File: config.mk
export PLATFORM = sky130hd
export DESIGN_NAME = pcm_line_encoder
export DESIGN_NICKNAME = d
export VERILOG_FILES = /design/src/rtl/pcm_lc_pkg.sv /design/src/rtl/pcm_lc_scrambler.sv /design/src/rtl/pcm_lc_code_core.sv /design/src/rtl/pcm_lc_out_stage.sv /design/src/rtl/pcm_line_encoder.sv
export SDC_FILE = /design/constraint.sdc
export NUM_CORES = 1
export LEC_CHECK = 0
export CAP_MARGIN = 10
export CORE_ASPECT_RATIO = 1.2
export CORE_MARGIN = 4
export CORE_UTILIZATION = 48
export DETAILED_ROUTE_END_ITERATION = 7
export PLACE_DENSITY = 0.73
export SLEW_MARGIN = 20
export SYNTH_ARGS = -nofsm -noshare
export SYNTH_HDL_FRONTEND = slang
export SYNTH_SLANG_ARGS = --single-unit
File: constraint.sdc
create_clock -name clk -period 1.5 [get_ports clk]
set_input_delay 0.3 -clock clk [delete_from_list [all_inputs] [get_ports clk]]
set_output_delay 0.3 -clock clk [all_outputs]
set_load 0.02 [all_outputs]
File: src/rtl/pcm_lc_pkg.sv
// Package: shared line-code encoding for the PCM line encoder.
// Assumes a 4-bit code select; values above 9 are treated as NRZ-L.
package pcm_lc_pkg;
    localparam int CODE_W = 4;

    typedef enum logic [CODE_W-1:0] {
        LC_NRZL  = 4'd0,
        LC_NRZM  = 4'd1,
        LC_NRZS  = 4'd2,
        LC_RZ    = 4'd3,
        LC_BIL   = 4'd4,
        LC_BIM   = 4'd5,
        LC_BIS   = 4'd6,
        LC_DMM   = 4'd7,
        LC_DMS   = 4'd8,
        LC_RNRZL = 4'd9
    } lc_code_e;
endpackage

File: src/rtl/pcm_lc_scrambler.sv
// Module: self-synchronizing randomizer for NRZ-L.
// Each output bit is the input bit XOR two taps of a shift register that
// holds previously sent bits. Advances once per bit strobe. Reset clears it.
module pcm_lc_scrambler #(
    parameter int STAGES = 15,
    parameter int TAP_A  = 14,
    parameter int TAP_B  = 15
) (
    input  logic clk,
    input  logic rst_n,
    input  logic adv,
    input  logic din,
    output logic dout
);
    logic [STAGES-1:0] hist_q;

    // Combine the input with the two tapped history stages.
    assign dout = din ^ hist_q[TAP_A-1] ^ hist_q[TAP_B-1];

    // Shift the transmitted bit into the history on each bit.
    always_ff @(posedge clk) begin
        if (!rst_n)   hist_q <= '0;
        else if (adv) hist_q <= {hist_q[STAGES-2:0], dout};
    end
endmodule

File: src/rtl/pcm_lc_code_core.sv
// Module: computes first-half and second-half levels for the current bit.
// Holds the running line level and the delay-modulation previous bit.
// Assumes bit_stb is a single-cycle pulse once per bit.
module pcm_lc_code_core
    import pcm_lc_pkg::*;
(
    input  logic              clk,
    input  logic              rst_n,
    input  logic              bit_stb,
    input  logic [CODE_W-1:0] code_sel,
    input  logic              din,
    input  logic              scr_bit,
    output logic              lvl_first,
    output logic              lvl_second
);
    logic     lvl_q;
    logic     prev_q;
    logic     dm_bit;
    logic     start_lvl;
    lc_code_e code;

    assign code = lc_code_e'(code_sel);

    // DM-S runs the DM-M rule on the complemented bit.
    assign dm_bit = (code == LC_DMS) ? ~din : din;

    // Level at the start of a delay-modulation bit.
    assign start_lvl = (!dm_bit && !prev_q) ? ~lvl_q : lvl_q;

    // Select both half-bit levels for the chosen code.
    always_comb begin
        lvl_first  = din;
        lvl_second = din;
        unique case (code)
            LC_NRZM: begin
                lvl_first  = din ? ~lvl_q : lvl_q;
                lvl_second = lvl_first;
            end
            LC_NRZS: begin
                lvl_first  = din ? lvl_q : ~lvl_q;
                lvl_second = lvl_first;
            end
            LC_RZ: begin
                lvl_first  = din;
                lvl_second = 1'b0;
            end
            LC_BIL: begin
                lvl_first  = din;
                lvl_second = ~din;
            end
            LC_BIM: begin
                lvl_first  = ~lvl_q;
                lvl_second = din ? lvl_q : ~lvl_q;
            end
            LC_BIS: begin
                lvl_first  = ~lvl_q;
                lvl_second = din ? ~lvl_q : lvl_q;
            end
            LC_DMM, LC_DMS: begin
                lvl_first  = start_lvl;
                lvl_second = dm_bit ? ~start_lvl : start_lvl;
            end
            LC_RNRZL: begin
                lvl_first  = scr_bit;
                lvl_second = scr_bit;
            end
            default: begin
                lvl_first  = din;
                lvl_second = din;
            end
        endcase
    end

    // Remember the level that ends this bit and the DM bit value.
    always_ff @(posedge clk) begin
        if (!rst_n) begin
            lvl_q  <= 1'b0;
            prev_q <= 1'b1;
        end else if (bit_stb) begin
            lvl_q  <= lvl_second;
            prev_q <= dm_bit;
        end
    end
endmodule

File: src/rtl/pcm_lc_out_stage.sv
// Module: output registers. Presents the first-half level after bit_stb and
// the second-half level after half_stb; bit_stb wins a collision.
// Applies polarity and builds the data clock or recorder-mode inverse.
module pcm_lc_out_stage (
    input  logic clk,
    input  logic rst_n,
    input  logic bit_stb,
    input  logic half_stb,
    input  logic raw_bit,
    input  logic lvl_first,
    input  logic lvl_second,
    input  logic pol_true,
    input  logic clk_phase,
    input  logic arinc_mode,
    output logic data_out,
    output logic dclk_out,
    output logic nrz_out
);
    logic lvl_q;
    logic hold_q;
    logic half_q;
    logic nrz_q;

    // Step through the two halves of each bit.
    always_ff @(posedge clk) begin
        if (!rst_n) begin
            lvl_q  <= 1'b0;
            hold_q <= 1'b0;
            half_q <= 1'b1;
            nrz_q  <= 1'b0;
        end else if (bit_stb) begin
            lvl_q  <= lvl_first;
            hold_q <= lvl_second;
            half_q <= 1'b0;
            nrz_q  <= raw_bit;
        end else if (half_stb) begin
            lvl_q  <= hold_q;
            half_q <= 1'b1;
        end
    end

    // Drive coded data, clock pin and uncoded copy.
    always_comb begin
        data_out = lvl_q ^ ~pol_true;
        dclk_out = arinc_mode ? ~data_out : (half_q ^ clk_phase);
        nrz_out  = nrz_q;
    end
endmodule

File: src/rtl/pcm_line_encoder.sv
// Module: top of the multi-code PCM line encoder.
// Assumes strobes come from an external bit-rate generator, with bit_stb
// once per bit and half_stb once at mid-bit, and that configuration changes
// only while rst_n is low.
module pcm_line_encoder
    import pcm_lc_pkg::*;
#(
    parameter int SCR_STAGES = 15,
    parameter int SCR_TAP_A  = 14,
    parameter int SCR_TAP_B  = 15
) (
    input  logic              clk,
    input  logic              rst_n,
    input  logic              bit_stb,
    input  logic              half_stb,
    input  logic              nrz_in,
    input  logic [CODE_W-1:0] code_sel,
    input  logic              pol_true,
    input  logic              clk_phase,
    input  logic              arinc_mode,
    output logic              data_out,
    output logic              dclk_out,
    output logic              nrz_out
);
    logic scr_bit;
    logic lvl_first;
    logic lvl_second;

    pcm_lc_scrambler #(
        .STAGES (SCR_STAGES),
        .TAP_A  (SCR_TAP_A),
        .TAP_B  (SCR_TAP_B)
    ) u_scr (
        .clk   (clk),
        .rst_n (rst_n),
        .adv   (bit_stb),
        .din   (nrz_in),
        .dout  (scr_bit)
    );

    pcm_lc_code_core u_core (
        .clk        (clk),
        .rst_n      (rst_n),
        .bit_stb    (bit_stb),
        .code_sel   (code_sel),
        .din        (nrz_in),
        .scr_bit    (scr_bit),
        .lvl_first  (lvl_first),
        .lvl_second (lvl_second)
    );

    pcm_lc_out_stage u_out (
        .clk        (clk),
        .rst_n      (rst_n),
        .bit_stb    (bit_stb),
        .half_stb   (half_stb),
        .raw_bit    (nrz_in),
        .lvl_first  (lvl_first),
        .lvl_second (lvl_second),
        .pol_true   (pol_true),
        .clk_phase  (clk_phase),
        .arinc_mode (arinc_mode),
        .data_out   (data_out),
        .dclk_out   (dclk_out),
        .nrz_out    (nrz_out)
    );
endmodule

# Yosys cells after proc, flatten, opt, wreduce, memory -nomap -nowiden
# Index checks and enable logic that the tools add are counted.
dict set report word_totals {
  regBits 20
  in_bits 12
  out_inout_bits 3
  word_cells 44
}
dict set report op_classes {
  n_eq_ne 9
  mux 12
  bitwise_logic 9
  n_reduce_logical 8
}
# cell count
set op_table {}
lappend op_table {{4-bit by 3-bit == test with 1-bit output (second input constant)} 4}
lappend op_table {{1-bit two-way mux} 10}
lappend op_table {{4-bit by 2-bit == test with 1-bit output (second input constant)} 2}
lappend op_table {{4-bit == test (second input constant)} 2}
lappend op_table {{2-bit OR reduction} 4}
lappend op_table {{1-bit case mux with 6 select lines} 1}
lappend op_table {{1-bit inverter} 5}
lappend op_table {{1-bit case mux with 5 select lines} 1}
lappend op_table {{4-bit by 1-bit == test with 1-bit output (second input constant)} 1}
lappend op_table {{1-bit bitwise XOR} 4}
lappend op_table {{1-bit logical NOT} 2}
lappend op_table {{2-bit nonzero test} 1}
lappend op_table {{1-bit logical AND} 1}

# Depth between registers and ports, before layout
# Gate-level depths: netlist of the first run.
dict set report logic_depth {
  depth_word 8
  mapped_depth 6
}

# Hierarchy
# Synthesis of the first run repeated with hierarchy kept, for this count alone.
dict set report hier_totals {
  cells_unflattened 124
  hier_area_um2 1187.4
}
# module instances cells_per_inst area_each_um2 seq_area_each_um2
set modules_own_cells {}
lappend modules_own_cells {pcm_lc_scrambler 1 49 591.8 300.3}
lappend modules_own_cells {pcm_lc_code_core 1 59 419.2 40.0}
lappend modules_own_cells {pcm_lc_out_stage 1 16 176.4 80.1}

# Worst setup path before layout of the first run
# OpenSTA, ideal clock, no wires.
dict set report synth_path {
  path_type {register to register}
  startpoint {register u_out.hold_q}
  endpoint {register u_out.lvl_q}
  setup_time_ns 0.131
  arrival_ns 1.388
  setup_slack_ns -0.019
  path_stages_with_launch 7
  period_less_slack_ns 1.519
  cell_sequence {dfxtp_1 -> buf_4 -> inv_1 -> or4_1 -> a31o_2 -> o31ai_1 -> a31oi_1}
}
dict set report synth_between {
  elab_chain_cells 4
  elab_cells_between_ends 7
  classes_between {6 x mux; 1 x bitwise}
}
# element line
set synth_rtl {}
lappend synth_rtl {{start: declaration} pcm_lc_out_stage.sv:20} ;# logic hold_q;
lappend synth_rtl {{start signal: assignment} pcm_lc_out_stage.sv:33} ;# hold_q <= lvl_second;
lappend synth_rtl {{1-bit inverter} -}
lappend synth_rtl {{1-bit two-way mux (on tied branches)} -}
lappend synth_rtl {{1-bit case mux with 5 select lines} -}
lappend synth_rtl {{1-bit two-way mux (*)} pcm_lc_out_stage.sv:31} ;# end else if (bit_stb) begin
lappend synth_rtl {{end signal: assignment} pcm_lc_out_stage.sv:32} ;# lvl_q <= lvl_first;
lappend synth_rtl {{end signal: assignment} pcm_lc_out_stage.sv:37} ;# lvl_q <= hold_q;
lappend synth_rtl {{end: declaration} pcm_lc_out_stage.sv:19} ;# logic lvl_q;
# Every way passes the cells marked *; elsewhere a longest branch is shown, timed or not. The select of a mux whose other input is x is not followed.
# A chain may end at the register's enable or synchronous reset.

# Final worst setup path of the first run
dict set report layout_path {
  startpoint {input port code_sel[0]}
  endpoint {register u_out.hold_q}
}
dict set report layout_between {
  elab_chain_cells 8
  elab_cells_between_ends 19
  classes_between {9 x eq/ne; 4 x mux; 1 x bitwise; 5 x reduce/logical}
}
# element line
set layout_rtl {}
lappend layout_rtl {{start: declaration} pcm_line_encoder.sv:17} ;# input logic [CODE_W-1:0] code_sel,
lappend layout_rtl {{4-bit == test} {pcm_lc_code_core.sv:25, pcm_lc_code_core.sv:34}}
lappend layout_rtl {{1-bit two-way mux} pcm_lc_code_core.sv:25} ;# assign dm_bit = (code == LC_DMS) ? ~din : din;
lappend layout_rtl {{1-bit logical NOT} pcm_lc_code_core.sv:28} ;# assign start_lvl = (!dm_bit && !prev_q) ? ~lvl_q : lvl_q;
lappend layout_rtl {{1-bit logical AND} pcm_lc_code_core.sv:28}
lappend layout_rtl {{1-bit two-way mux} pcm_lc_code_core.sv:28}
lappend layout_rtl {{1-bit inverter} pcm_lc_code_core.sv:61} ;# lvl_second = dm_bit ? ~start_lvl : start_lvl;
lappend layout_rtl {{1-bit two-way mux} pcm_lc_code_core.sv:61}
lappend layout_rtl {{1-bit case mux with 6 select lines (*)} pcm_lc_code_core.sv:34} ;# unique case (code)
# Every way passes the cells marked *; elsewhere a longest branch is shown, timed or not.

==> results of run 1 <==
[worst max-delay path by stage]
stage	start	end	slack, ps	depth (start not counted)
3_5_place_dp	code_sel[0]	u_out.lvl_q$_SDFFE_PN0P_	-530	6
4_1_cts	u_out.hold_q$_SDFFE_PN0P_	u_out.lvl_q$_SDFFE_PN0P_	2	5
2_1_floorplan	u_out.hold_q$_SDFFE_PN0P_	u_out.lvl_q$_SDFFE_PN0P_	10	6
6_report	code_sel[0]	u_out.hold_q$_SDFFE_PN0P_	50	7
3_3_place_gp	code_sel[2]	u_out.lvl_q$_SDFFE_PN0P_	-500	7
5_1_grt	code_sel[0]	u_out.hold_q$_SDFFE_PN0P_	-50	7
[routing by layer]
metal	share of wire [%]	track usage (%)
met4	3.3	9.49
met3	5.3	2.66
met2	49	29.3
met1	43	19.4
met5	0	0
[state kept, by name (all words and copies together) (netlist names)]
signal,flops
u_out.lvl_q,1
u_core.prev_q,1
u_out.nrz_out,1
u_scr.hist_q,15
u_out.hold_q,1
u_out.half_q,1
[kinds of logic (layout without fill, tap and decap cells)]
group                     after synthesis  after routing  share of synthesized area [%]
AOI/OAI and AO/OA                      28             28                           17.4
xor gates and xnor gates                6              6                           4.58
buffers and inverters                  16             42                           6.10
DFF                                    20             20                           34.9
muxes                                  19             19                           16.6
and+or+nand+nor                        39             39                           20.5
[cell type report]
type                            instances  area (um2)  area share, %
Tap cell                               31        38.8           2.60
Multi-Input combinational cell         92         729           48.9
Inverter                                5        18.8           1.26
Clock buffer                            4        36.3           2.43
Sequential cell                        20         403           27.0
Timing Repair Buffer                   33         265           17.8
[synth_stat cells, types with 2 or more instances]
master,count
clkbuf_1,4
o22ai_1,2
a21oi_1,4
a31oi_1,2
and3b_1,2
a311oi_1,2
inv_1,5
o21ai_0,5
mux2i_1,19
o211ai_1,2
nor2_1,6
dfxtp_1,20
xnor2_1,5
nor2b_1,19
a41oi_1,2
buf_2,5
nand2_1,7
[per-stage QoR]
stage | util, % | cell area (um2) | instances
final | 65.4 | 1490 | 185
after global routing | 65.4 | 1490 | 185
after CTS | 63.7 | 1450 | 185
after detailed placement | 62.2 | 1420 | 181
after global placement | 62.2 | 1420 | 181
after floorplan | - | 1150 | 128
[critical path: stages]
cell and delay, ps:
dlygate4sd2_1 300, buf_4 220, and3b_1 180, o22ai_1 70, a22o_1 180, a311oi_1 250, o31a_1 170
[where the power goes]
group          internal [W]  switching, W
combinational      0.000137      0.000133
clock              0.000148      0.000152
sequential         0.000545     0.0000105
total              0.000830      0.000296
[repair_timing]
item / 4_1_cts / 5_1_grt
gates resized for setup: 20 / 12
setup buffers: 0 / 0
gates cloned: 0 / 0
pin swaps: 3 / 7
setup endpoints to repair: 6 / 3
==> summary.md, run 1 <==
| Metric | Value |
|---|---|
| CP Max Fanout | `13` |
| Die Height | `61.6 um` |
| Fmax | `0.691 GHz` |
| Setup_tns | `0 ps` |
| Pwr dens | `755 nW/um2` |
| Clock slew at reported path FFs | `100 ps` |
| Fin nets | `167` |
| Worst r2r dst | `u_out.lvl_q$_SDFFE_PN0P_` |
| First-pass DRT Iterations | `5` |
| Syn_area_per_cell | `8.97 um2` |
| Hold Path Depth | `2` |
| Post-synth EDFFs | `0` |
| Place WS | `-530 ps` |
| All-Layer GR Usage | `16.8%` |
| FILL cells | `224` |
| Vias after detailed routing | `992` |
| Hold crit path type | `reg2reg` |
| Setup WS post-layout | `52.1 ps` |
| Final hold slack | `523 ps` |
| Number of global-route vias before repair | `961` |
| Row count | `19` |
| Area leader, netlist | `dfxtp_1` |
| Cells after synthesis | `128` |
| Outcome | `completed` |
| Worst-case clock buffer depth | `2` |
| Antenna cells | `0` |
| CTS tree | `built` |
| CTS Sinks | `20` |
| Startpoint types | `input pin` |
| Clock Latency Late Sink | `290 ps` |
| Post-synth cell types | `34` |
| R2r worst-path depth | `5` |
| Warning count from the yosys run | `0` |
| MaxCap Viol Count | `0` |
| Share of layout cells above drive strength 1 | `24.7%` |
| Worst r2r src | `u_out.hold_q$_SDFFE_PN0P_` |
| Mapped Area | `1150 um2` |
| Syn-to-layout area delta | `29.8%` |
| Top-area cell type share of the netlist area | `34.9%` |
| Hpwl dp | `1780 um` |
| Final period util | `96.5%` |
| CORE AREA | `2280 um2` |
| Congestion Overflow GR | `0` |
| Antenna violations before repair | `0` |
| Hold_sp | `u_out.nrz_out$_SDFFE_PN0P_` |
| Leakage | `0.624 nW` |
| Global-route wire length before repair | `4150 um` |
| Root Driver | `clkbuf_4` |
| Starting Density | `50.3%` |
| Slew Limit Fails | `0` |
| Antenna-violating nets left | `0` |
| Worst setup EP type | `flop` |
| DRC violations left | `0` |
| Hold buffers post-CTS | `0` |
| Worst Max-Slew Pin Slew | `326 ps` |
| Sequential share of the synthesized area | `34.9%` |
| Total wire length | `2370 um` |
| Num CTS Buffers | `3` |
| Wire per inst | `12.8 um` |
| Full die area | `3240 um2` |
| R2R Setup Slk | `190 ps` |
| Most frequent cells in the layout | `mux2i_1, nor2b_1, buf_4, dfxtp_1, nand2_1` |
| Final setup fails | `0` |
| Async SR Flop Fraction | `0%` |
| H-tree levels | `1` |
| CP Class | `in2reg` |
| Overall power | `0.00113 W` |
| Synth Flop Type | `dfxtp_1` |
| Worst hold endpoint | `u_out.nrz_out$_SDFFE_PN0P_` |
| Port Buffers | `14` |
| Drt via density | `5.36` |
| Fin Clk Skew | `3.38 ps` |
| Worst vdd ir | `0.941 mV` |
| Mapped Nets | `140` |
| IO Pins | `15` |
| Fin crit period | `1450 ps` |
| Max_slew headroom | `78.2%` |
| CP Data Required Time | `1740 ps` |
| CP arrival | `1680 ps` |
| Largest cells by area after synthesis | `dfxtp_1, mux2i_1, nor2b_1, xnor2_1, nand2_1` |
| Die extent in x | `52.7 um` |
| Drt initial violations | `29` |
| Fin. Hold Viols | `0` |
| Register bit total from synthesis | `20` |
| Largest net degree at the start of global routing | `14` |
| GPL Wtd Cong | `0.876` |
Note: power is estimated with default switching activity, not from simulation.
==> run 2: changes to the inputs <==
--- a/config.mk
+++ b/config.mk
@@ -7,7 +7,7 @@
 export LEC_CHECK = 0
 export CAP_MARGIN = 10
 export CORE_ASPECT_RATIO = 1.2
-export CORE_MARGIN = 4
+export CORE_MARGIN = 2
 export CORE_UTILIZATION = 48
 export DETAILED_ROUTE_END_ITERATION = 7
 export PLACE_DENSITY = 0.73
==> run 2 against run 1 <==
  * Cell count rose by 2.2%
  * First-iteration DRC count decreased by 62%
  * Setup slack gained 1.1 ps
  * Clock skew increased by 3.5 ps
  * Worst hold slack got worse by 3.2 ps
  * Sequential share of layout area is 0.71 points lower
  * Wire length grew 2.6%
  * Combinational power increased by 4%
  * Utilization is 1.8 points higher
  * Via count is 2.7% higher
  * Register-to-register slack worse by 120 ps
  * Highest routed layer unchanged
  * Largest power group unchanged
  * Critical path type unchanged
==> summary.md, run 2 (synthesized netlist as in run 1, its figures left out) <==
| Metric | Value |
|---|---|
| Fin Clk Skew | `6.93 ps` |
| Max stage delay on crit path | `360 ps` |
| Hold crit path type | `reg2reg` |
| Die Height | `57.6 um` |
| CP Max Fanout | `7` |
| Most frequent cells in the layout | `buf_4, mux2i_1, nor2b_1, dfxtp_1` |
| CTS Sinks | `20` |
| Final instance area | `1530 um2` |
| Worst-case clock buffer depth | `2` |
| Starting Density | `50.3%` |
| Drt via density | `5.39` |
| Pwr dens | `830 nW/um2` |
| First-pass DRT Iterations | `4` |
| Drt initial violations | `11` |
| All-Layer GR Usage | `18.8%` |
| Max_slew headroom | `77.4%` |
| CORE AREA | `2280 um2` |
| MaxCap Viol Count | `0` |
| Worst Max-Slew Pin Slew | `338 ps` |
| Share of layout cells above drive strength 1 | `25.3%` |
| Slew Limit Fails | `0` |
| Final period util | `96.5%` |
| Worst-path cell with the longest stage delay | `nor4b_4` |
| Largest net degree at the start of global routing | `20` |
| Final setup fails | `0` |
| Worst setup EP type | `flop` |
| CP Class | `in2reg` |
| CP Data Required Time | `1700 ps` |
| Antenna violations before repair | `0` |
| Root Driver | `clkbuf_4` |
| Row count | `19` |
| Port Buffers | `14` |
| Number of global-route vias before repair | `1024` |
| Clock slew at reported path FFs | `120 ps` |
| Overall power | `0.00127 W` |
| Vias after detailed routing | `1019` |
| Die extent in x | `48.7 um` |
| Num CTS Buffers | `3` |
| Antenna-violating nets left | `0` |
| Total wire length | `2430 um` |
| CTS tree | `built` |
| Wire per inst | `12.9 um` |
| Cell Chain, Critical Path | `dlygate4sd2_1, buf_6, nor4b_4, xnor2_2, nand3b_1, a21oi_1, o31a_1` |
| DRC violations left | `0` |
| Fmax | `0.691 GHz` |
| Leakage | `0.651 nW` |
| Syn-to-layout area delta | `33.3%` |
| Fin crit period | `1450 ps` |
| Commonest non-fill, non-tap cell in the layout | `buf_4` |
| GPL Wtd Cong | `0.861` |
| Register bank with the most flops | `u_scr.hist_q` |
| Worst vdd ir | `0.693 mV` |
| H-tree levels | `1` |
| DP Area | `1430 um2` |
| IO Pins | `15` |
| Fin. Hold Viols | `0` |
| Clock Latency Late Sink | `300 ps` |
| Fin nets | `171` |
| Outcome | `completed` |
| Hpwl dp | `1800 um` |
| Full die area | `2800 um2` |
| Largest register FFs | `15` |
| Startpoint types | `input pin` |
| Global-route wire length before repair | `4210 um` |
| Congestion Overflow GR | `0` |
| CP arrival | `1650 ps` |
| Antenna cells | `0` |
==> run 2: worst paths after layout <==
path	start	to	slack (ps)	depth (start not counted)
max	code_sel[2]	u_out.hold_q$_SDFFE_PN0P_	50	7
min	u_out.half_q$_SDFFE_PN1P_	u_out.half_q$_SDFFE_PN1P_	520	2
max reg2reg	u_out.hold_q$_SDFFE_PN0P_	u_out.lvl_q$_SDFFE_PN0P_	70	5
min reg2reg	u_out.half_q$_SDFFE_PN1P_	u_out.half_q$_SDFFE_PN1P_	520	2
==> run 2: metal layers <==
metal	up-vias	global-route usage, %	share of wire [%]	wire length (um)
met3	4	3.14	3.0	74
met5	-	0	0	0
li1	516	-	-	-
met2	18	36.0	53	1290
met4	0	8.98	1.2	29
met1	481	19.8	43	1040
==> run 2: cell type report <==
cell class,count,area [um2]
clock buffers,3,22.5
multi-input cells,92,708
well taps,31,38.8
inverters,5,18.8
clock inverters,1,30.0
repair buffers,37,310
fillers,196,751
flip-flops and latches,20,403
==> run 2: worst max-delay path, delay by kind of cell <==
| kind | cells | cell delay [ps] |
|---|---|---|
| AOI/OAI and AO/OA | 2 | 330 |
| and+or+nand+nor | 2 | 470 |
| xor gates and xnor gates | 1 | 170 |
| buffers and inverters | 2 | 370 |
==> run 2: timing repair <==
item,CTS,global route
hold buffers,0,0
pin swaps,8,3
gates resized for setup,21,7
setup buffers,3,0
endpoints found under the setup margin,6,2
==> run 2: through the flow <==
stage	hold WS [ps]	utilization (%)	worst slack, ps	setup TNS [ps]	std cells
2_1_floorplan	461	-	12.1	0	128
3_3_place_gp	499	62.5	-469	-2190	182
3_5_place_dp	508	62.5	-522	-2400	182
4_1_cts	536	66.0	5.72	0	189
5_1_grt	573	67.1	-8.57	-8.57	189
6_report	520	67.1	53.2	0	189
==> run 2: where the power goes <==
part	total (W)	switching (W)	internal [W]
Clock	0.000437	0.000167	0.000270
Combinational	0.000280	0.000134	0.000146
Sequential	0.000555	0.00000968	0.000545
Total	0.00127	0.000311	0.000961
